[src/rtl/cordic_gen_pkg.sv]
`timescale 1ns/1ps
package cordic_gen_pkg;

  // Largest stage count covered by the angle constants below.
  localparam int MAX_STAGES = 31;

  // Reciprocal of the CORDIC gain for a long chain.
  localparam real GAIN_INV = 0.6072529350088813;

  // arctan(2^-idx) as a 32-bit binary angle (2^32 per turn), rounded.
  function automatic logic [31:0] atan_step(input int idx);
    case (idx)
      0:  return 32'h2000_0000;
      1:  return 32'h12E4_051E;
      2:  return 32'h09FB_385B;
      3:  return 32'h0511_11D4;
      4:  return 32'h028B_0D43;
      5:  return 32'h0145_D7E1;
      6:  return 32'h00A2_F61E;
      7:  return 32'h0051_7C55;
      8:  return 32'h0028_BE53;
      9:  return 32'h0014_5F2F;
      10: return 32'h000A_2F98;
      11: return 32'h0005_17CC;
      12: return 32'h0002_8BE6;
      13: return 32'h0001_45F3;
      14: return 32'h0000_A2FA;
      15: return 32'h0000_517D;
      16: return 32'h0000_28BE;
      17: return 32'h0000_145F;
      18: return 32'h0000_0A30;
      19: return 32'h0000_0518;
      20: return 32'h0000_028C;
      21: return 32'h0000_0146;
      22: return 32'h0000_00A3;
      23: return 32'h0000_0051;
      24: return 32'h0000_0029;
      25: return 32'h0000_0014;
      26: return 32'h0000_000A;
      27: return 32'h0000_0005;
      28: return 32'h0000_0003;
      29: return 32'h0000_0001;
      30: return 32'h0000_0001;
      default: return 32'h0000_0000;
    endcase
  endfunction

endpackage

[src/rtl/cordic_gen_fold.sv]
`timescale 1ns/1ps
// Quadrant fold: brings the angle into [-90, +90) degrees and reports
// whether the final vector has to be negated.
module cordic_gen_fold #(
  parameter int IW = 20,
  parameter int FI = 18
) (
  input  logic [31:0]          phase,
  output logic                 neg,
  output logic signed [IW-1:0] x0,
  output logic signed [IW-1:0] y0,
  output logic [31:0]          z0
);
  import cordic_gen_pkg::*;

  localparam int X0I = $rtoi(GAIN_INV * real'(64'd1 << FI) + 0.5);

  always_comb begin
    // Quadrants 1 and 2 lie outside +-90 degrees: rotate by 180.
    neg = phase[31] ^ phase[30];
    z0  = neg ? (phase ^ 32'h8000_0000) : phase;
    x0  = IW'(X0I);
    y0  = '0;
  end
endmodule

[src/rtl/cordic_gen_stage.sv]
`timescale 1ns/1ps
// One micro-rotation with a fixed shift and a fixed angle constant.
module cordic_gen_stage #(
  parameter int IW  = 20,
  parameter int IDX = 0
) (
  input  logic signed [IW-1:0] x_i,
  input  logic signed [IW-1:0] y_i,
  input  logic [31:0]          z_i,
  output logic signed [IW-1:0] x_o,
  output logic signed [IW-1:0] y_o,
  output logic [31:0]          z_o
);
  import cordic_gen_pkg::*;

  localparam logic [31:0] STEP = atan_step(IDX);

  logic                 down;
  logic signed [IW-1:0] xs, ys;

  always_comb begin
    down = z_i[31];
    xs   = x_i >>> IDX;
    ys   = y_i >>> IDX;
    if (down) begin
      x_o = x_i + ys;
      y_o = y_i - xs;
      z_o = z_i + STEP;
    end else begin
      x_o = x_i - ys;
      y_o = y_i + xs;
      z_o = z_i - STEP;
    end
  end
endmodule

[src/rtl/cordic_gen_reg.sv]
`timescale 1ns/1ps
// Pipeline slot register with a shared advance enable.
module cordic_gen_reg #(
  parameter int W = 8
) (
  input  logic         clk,
  input  logic         rst,
  input  logic         en,
  input  logic [W-1:0] d,
  output logic [W-1:0] q
);
  always_ff @(posedge clk) begin
    if (rst)     q <= '0;
    else if (en) q <= d;
  end
endmodule

[src/rtl/cordic_gen.sv]
`timescale 1ns/1ps
module cordic_gen #(
  parameter int DW     = 16,
  parameter int STAGES = 16,
  parameter int GROUP  = 4,
  parameter int GUARD  = 4
) (
  input  logic          clk,
  input  logic          rst,
  input  logic          in_valid,
  output logic          in_ready,
  input  logic [31:0]   in_phase,
  output logic          out_valid,
  input  logic          out_ready,
  output logic [DW-1:0] out_cos,
  output logic [DW-1:0] out_sin
);
  import cordic_gen_pkg::*;

  localparam int IW      = DW + GUARD;
  localparam int FI      = DW - 2 + GUARD;
  localparam int NREG    = (GROUP == 0) ? 0 : (STAGES + GROUP - 1) / GROUP;
  localparam int LATENCY = NREG + 1;
  localparam int ONE     = 1 << (DW - 2);
  localparam int OCW     = $clog2(LATENCY + 2) + 1;
  localparam logic signed [IW:0] HALF = (IW+1)'(1 << (GUARD - 1));
  localparam int RES_MAX = 2 * int'(atan_step(STAGES - 1)) + 64;

  typedef struct packed {
    logic                 vld;
    logic                 neg;
    logic signed [IW-1:0] x;
    logic signed [IW-1:0] y;
    logic [31:0]          z;
  } slot_t;

  localparam int SW = $bits(slot_t);

  slot_t d [STAGES+1];
  slot_t q [STAGES];
  logic  adv;

  // The whole pipe moves when the output slot is empty or being drained.
  assign adv      = !out_valid || out_ready;
  assign in_ready = adv;

  logic                 f_neg;
  logic signed [IW-1:0] f_x, f_y;
  logic [31:0]          f_z;

  cordic_gen_fold #(.IW(IW), .FI(FI)) u_fold (
    .phase(in_phase), .neg(f_neg), .x0(f_x), .y0(f_y), .z0(f_z)
  );

  assign d[0] = '{vld: in_valid, neg: f_neg, x: f_x, y: f_y, z: f_z};

  for (genvar i = 0; i < STAGES; i++) begin : g_stage
    if (GROUP > 0 && (i % GROUP) == 0) begin : g_reg
      cordic_gen_reg #(.W(SW)) u_reg (
        .clk(clk), .rst(rst), .en(adv), .d(d[i]), .q(q[i])
      );
    end else begin : g_wire
      assign q[i] = d[i];
    end

    logic signed [IW-1:0] xn, yn;
    logic [31:0]          zn;

    cordic_gen_stage #(.IW(IW), .IDX(i)) u_rot (
      .x_i(q[i].x), .y_i(q[i].y), .z_i(q[i].z),
      .x_o(xn), .y_o(yn), .z_o(zn)
    );

    assign d[i+1] = '{vld: q[i].vld, neg: q[i].neg, x: xn, y: yn, z: zn};
  end

  // Output: undo the quadrant fold, round away the guard bits.
  logic signed [IW:0]   xr, yr;
  logic signed [DW-1:0] cos_n, sin_n;

  always_comb begin
    xr = {d[STAGES].x[IW-1], d[STAGES].x};
    yr = {d[STAGES].y[IW-1], d[STAGES].y};
    if (d[STAGES].neg) begin
      xr = -xr;
      yr = -yr;
    end
    cos_n = DW'((xr + HALF) >>> GUARD);
    sin_n = DW'((yr + HALF) >>> GUARD);
  end

  always_ff @(posedge clk) begin
    if (rst) begin
      out_valid <= 1'b0;
      out_cos   <= '0;
      out_sin   <= '0;
    end else if (adv) begin
      out_valid <= d[STAGES].vld;
      out_cos   <= cos_n;
      out_sin   <= sin_n;
    end
  end

  // Samples in flight, kept only for the checks below.
  logic [OCW-1:0] occ;
  always_ff @(posedge clk) begin
    if (rst) occ <= '0;
    else     occ <= occ + OCW'(in_valid && in_ready) - OCW'(out_valid && out_ready);
  end

  logic [31:0] res_mag;
  assign res_mag = d[STAGES].z[31] ? (~d[STAGES].z + 32'd1) : d[STAGES].z;


  out_hold_chk: assert property (@(posedge clk) disable iff (rst)
    out_valid && !out_ready |=> out_valid && $stable(out_cos) && $stable(out_sin));


  out_range_chk: assert property (@(posedge clk) disable iff (rst)
    out_valid |-> (int'($signed(out_cos)) <= ONE + 4) && (int'($signed(out_cos)) >= -(ONE + 4))
               && (int'($signed(out_sin)) <= ONE + 4) && (int'($signed(out_sin)) >= -(ONE + 4)));


  occ_bound_chk: assert property (@(posedge clk) disable iff (rst)
    int'(occ) <= LATENCY);


  out_source_chk: assert property (@(posedge clk) disable iff (rst)
    out_valid |-> occ != '0);


  residual_chk: assert property (@(posedge clk) disable iff (rst)
    d[STAGES].vld |-> res_mag <= 32'(RES_MAX));

endmodule

[config.mk]
export PLATFORM = sky130hd
export DESIGN_NAME = cordic_gen
export DESIGN_NICKNAME = d
export VERILOG_FILES = /design/src/rtl/cordic_gen_pkg.sv /design/src/rtl/cordic_gen_fold.sv /design/src/rtl/cordic_gen_stage.sv /design/src/rtl/cordic_gen_reg.sv /design/src/rtl/cordic_gen.sv
export SDC_FILE = /design/constraint.sdc
export NUM_CORES = 2
export LEC_CHECK = 0
export CAP_MARGIN = 20
export CORE_MARGIN = 3
export CORE_UTILIZATION = 65
export DETAILED_ROUTE_END_ITERATION = 16
export GPL_TIMING_DRIVEN = 0
export PLACE_DENSITY = 0.82
export SETUP_SLACK_MARGIN = 0.15
export SLEW_MARGIN = 10
export SYNTH_ARGS = -nofsm -noshare
export SYNTH_HDL_FRONTEND = slang
export SYNTH_SLANG_ARGS = --single-unit
[constraint.sdc]
create_clock -name clk -period 35.1 [get_ports clk]
set_clock_uncertainty 0.05 [all_clocks]
set_input_delay 3.51 -clock clk [delete_from_list [all_inputs] [get_ports clk]]
set_output_delay 3.51 -clock clk [all_outputs]
set_load 0.005 [all_outputs]
==> results.py <==
metrics = {
    "synth": {
        "yosys.cell_types.count": 116,
        "post_synth_main_area_contributors": "ha_1 (21%), xnor2_1 (9.8%), dfxtp_1 (9.6%)",
        "yosys_register_bits": 290,
        "ys_seq_area_share_pct": 9.55,
        "synthCells": 8396,
        "ys_warn_count": 0,
        "async_flop_share_pct": 0,
        "syn_area_um2": 60800,
        "postSynth.topFlopCell": "dfxtp_1",
        "synth_enable_flop_cells": 0,
        "syn-mean-instance-area_um2": 7.24,
        "synth.largest_area_cell": "ha_1",
        "synth_top_area_share_pct": 20.5,
        "synth.net_count": 9468,
    },
    "drt": {
        "routed_via_density": 6.38,
        "route.detailed.wl_per_inst_um": 19.8,
        "detailroute.via_count": 62500,
        "drc": 0,
        "antenna_violating_nets_remaining": 0,
        "drt_first_iter_violations": 5356,
        "route.final.wire_length_um": 194000,
        "drt-pass1-iter-count": 6,
    },
    "global_routing": {
        "maximum_number_of_pins_on_one_net_before_global_route_repair": 32,
        "vias_in_the_first_global_route": 58500,
        "antenna_found_initial": 2,
        "grt_usage_pct": 38.1,
        "total_grt_overflow": 0,
        "grt_pass1_wl_um": 306000,
    },
    "worst_setup_path": {
        "timing.critical_path.buf_inv": 6,
        "required_ns": 35.62,
        "crit-reg2reg-launch": "g_stage[12].g_reg.u_reg.q[31]",
        "critical_path_class": "reg -> reg",
        "setup.worst_path.start": "g_stage[12].g_reg.u_reg.q[31]",
        "timing.critical_path.slowest_stage_cell": "a2111oi_0",
        "timing.critical_path.from_type": "flop",
        "critPathTopFamily": "compound AO/OA/AOI/OAI gates",
        "timing.critical_path.mode_cell": "a21oi_1",
        "crit_path_max_fanout": 29,
        "worstSetupEndpointType": "flop",
        "max_stage_delay_ns": 0.69,
        "worst-endpoint-arrival_ns": 18.80,
    },
    "cts": {
        "cts.hold.buffers_added": 0,
        "clock_path_buffers": 3,
        "cts_tree": "built",
        "post_cts.resized_instances": 0,
        "postCtsSetupBuffers": 0,
        "clock-sinks": 290,
        "clock_transition_at_the_registers_of_the_reported_paths_ns": 0.07,
        "clkLatencyLatePin_ns": 0.62,
        "tritoncts.num_buffers": 38,
        "cts-root-buf": "clkbuf_16",
        "h-tree-depth": 2,
    },
    "floorplan": {
        "num_io_pins": 70,
        "die_h_um": 312,
        "floorplan.initialDensity_pct": 65.9,
        "die_area_um2": 97200,
        "num_rows": 111,
        "placeableCoreArea_um2": 92200,
        "die_width_um": 312,
    },
    "finish": {
        "drive_gt1_share_pct": 3.55,
        "final_design_area_no_fill_um2": 64600,
        "final_net_count": 9597,
        "area_growth_pct": 6.30,
        "stdcell_count": 9798,
        "antenna_cells": 0,
        "postLayoutCoreUtil_pct": 70.1,
    },
    "job": {
        "drv.max_cap_violation_count": 0,
    },
    "placement": {
        "rd_place_congestion": 1.01,
        "dp.cells": 9721,
        "number_of_input_and_output_port_buffers_inserted": 69,
        "detailedPlacementHpwl_um": 159000,
        "placedInstanceArea_um2": 63200,
    },
    "sta": {
        "timing.final.crit_period_ns": 18.28,
        "setup_violations": 0,
        "layout_worst_path_cycle_share_pct": 52.1,
        "achievable-frequency_ghz": 0.0547,
        "grt_setup_unrepaired": "false",
        "tns_ns": 0,
        "finalHoldViolations": 0,
        "worst-slew-pin-transition_ns": 1.24,
        "timing.slew.headroom_pct": 17.3,
        "maxSlewViolCount": 0,
    },
    "status": {
        "status": "completed",
    },
    "worst_hold_path": {
        "min-delay-start": "g_stage[0].g_reg.u_reg.q[73]",
        "timing.hold.worst.class": "reg -> reg",
    },
}
[final timing paths]
kind	to	slack, ns	depth (start not counted)
worst max-delay path	out_sin[15]	16.82	63
worst min-delay path	g_stage[0].g_reg.u_reg.q[73]	0.40	2
worst max register to register	out_sin[15]	16.82	63
worst min register to register	g_stage[0].g_reg.u_reg.q[73]	0.40	2
[kinds of logic after synthesis]
| logic type | count (synthesis) | share of synthesized area [%] |
|---|---|---|
| AOI/OAI and AO/OA | 2700 | 28.1 |
| and+or+nand+nor | 2650 | 20.7 |
| adders and majority gates | 1036 | 21.8 |
| xor gates and xnor gates | 995 | 14.7 |
| buffers and inverters | 663 | 4.12 |
| DFF | 290 | 9.55 |
| muxes | 61 | 1.11 |
| other | 1 | 0.00617 |
[routing by layer]
layer,up-vias,global-route usage (%),part of all wire (%)
li1,30600,-,-
met1,29100,47.2,41
met2,2215,62.3,44
met3,596,5.71,7.3
met4,4,23.3,7.1
met5,-,0,0.012
[area by class of cell]
| type | count | area (um^2) |
|---|---|---|
| multi-input combinational | 7443 | 52500 |
| fill | 8119 | 27600 |
| sequential | 290 | 5810 |
| inverter | 465 | 1750 |
| tap | 1243 | 1560 |
| clock buffer | 50 | 1110 |
| timing repair buffer | 89 | 925 |
| buffer | 198 | 778 |
| clock inverter | 20 | 208 |
[worst reg2reg max path: cells and delay by family (launching register included)]
kind	cells	cell delay [ns]
AOI/OAI and AO/OA	33	8.37
xor gates and xnor gates	4	1.13
adders and majority gates	6	2.22
buffers and inverters	6	2.20
DFF	1	0.63
muxes	1	0.33
and+or+nand+nor	13	3.33
[synth_stat cells, types with 118 or more instances]
| master | n |
|---|---|
| xnor2_1 | 679 |
| nand2_1 | 806 |
| inv_1 | 457 |
| o21a_1 | 142 |
| xor2_1 | 301 |
| a21o_1 | 256 |
| nor3_1 | 228 |
| nand3_1 | 158 |
| or3_1 | 127 |
| nor2b_1 | 118 |
| clkbuf_1 | 172 |
| dfxtp_1 | 290 |
| nor2_1 | 710 |
| ha_1 | 997 |
| a21oi_1 | 976 |
| o21ai_0 | 505 |
[sequential cells by signal (all words and copies together), names as in the netlist]
name,cells
g_stage.g_reg.u_reg.q,257
out_valid,1
out_sin,16
out_cos,16
[cell usage in the layout (no fill, tap or decap), types with 29 or more instances in the layout]
cell / n
o21a_1: 142
nor2b_1: 118
a21boi_0: 63
inv_1: 457
or3_1: 127
a31oi_1: 90
a211o_1: 29
nand4_1: 46
a21o_1: 256
nand2b_1: 116
o31ai_1: 57
nor4_1: 29
xor2_1: 301
or2_2: 65
o21bai_1: 112
nor2_1: 709
o211ai_1: 49
o21ai_0: 505
xnor2_1: 679
dfxtp_1: 290
nand3_1: 158
and2_1: 57
a21oi_1: 976
clkbuf_1: 163
o31a_1: 32
and3_1: 73
clkbuf_16: 41
clkdlybuf4s50_1: 69
ha_1: 997
mux2i_1: 30
fa_1: 39
nor3_1: 228
nand2_1: 806
a211oi_1: 102
[metrics by stage]
stage | setup WS, ns | hold WS, ns
2_1_floorplan | 20.67 | 0.382
3_3_place_gp | 16.61 | 0.391
3_5_place_dp | 17.20 | 0.393
4_1_cts | 17.10 | 0.408
5_1_grt | 15.44 | 0.416
6_report | 16.82 | 0.403
Power is not shown: default switching activity piles up to over one toggle a cycle in this logic, so the estimate is an artifact.
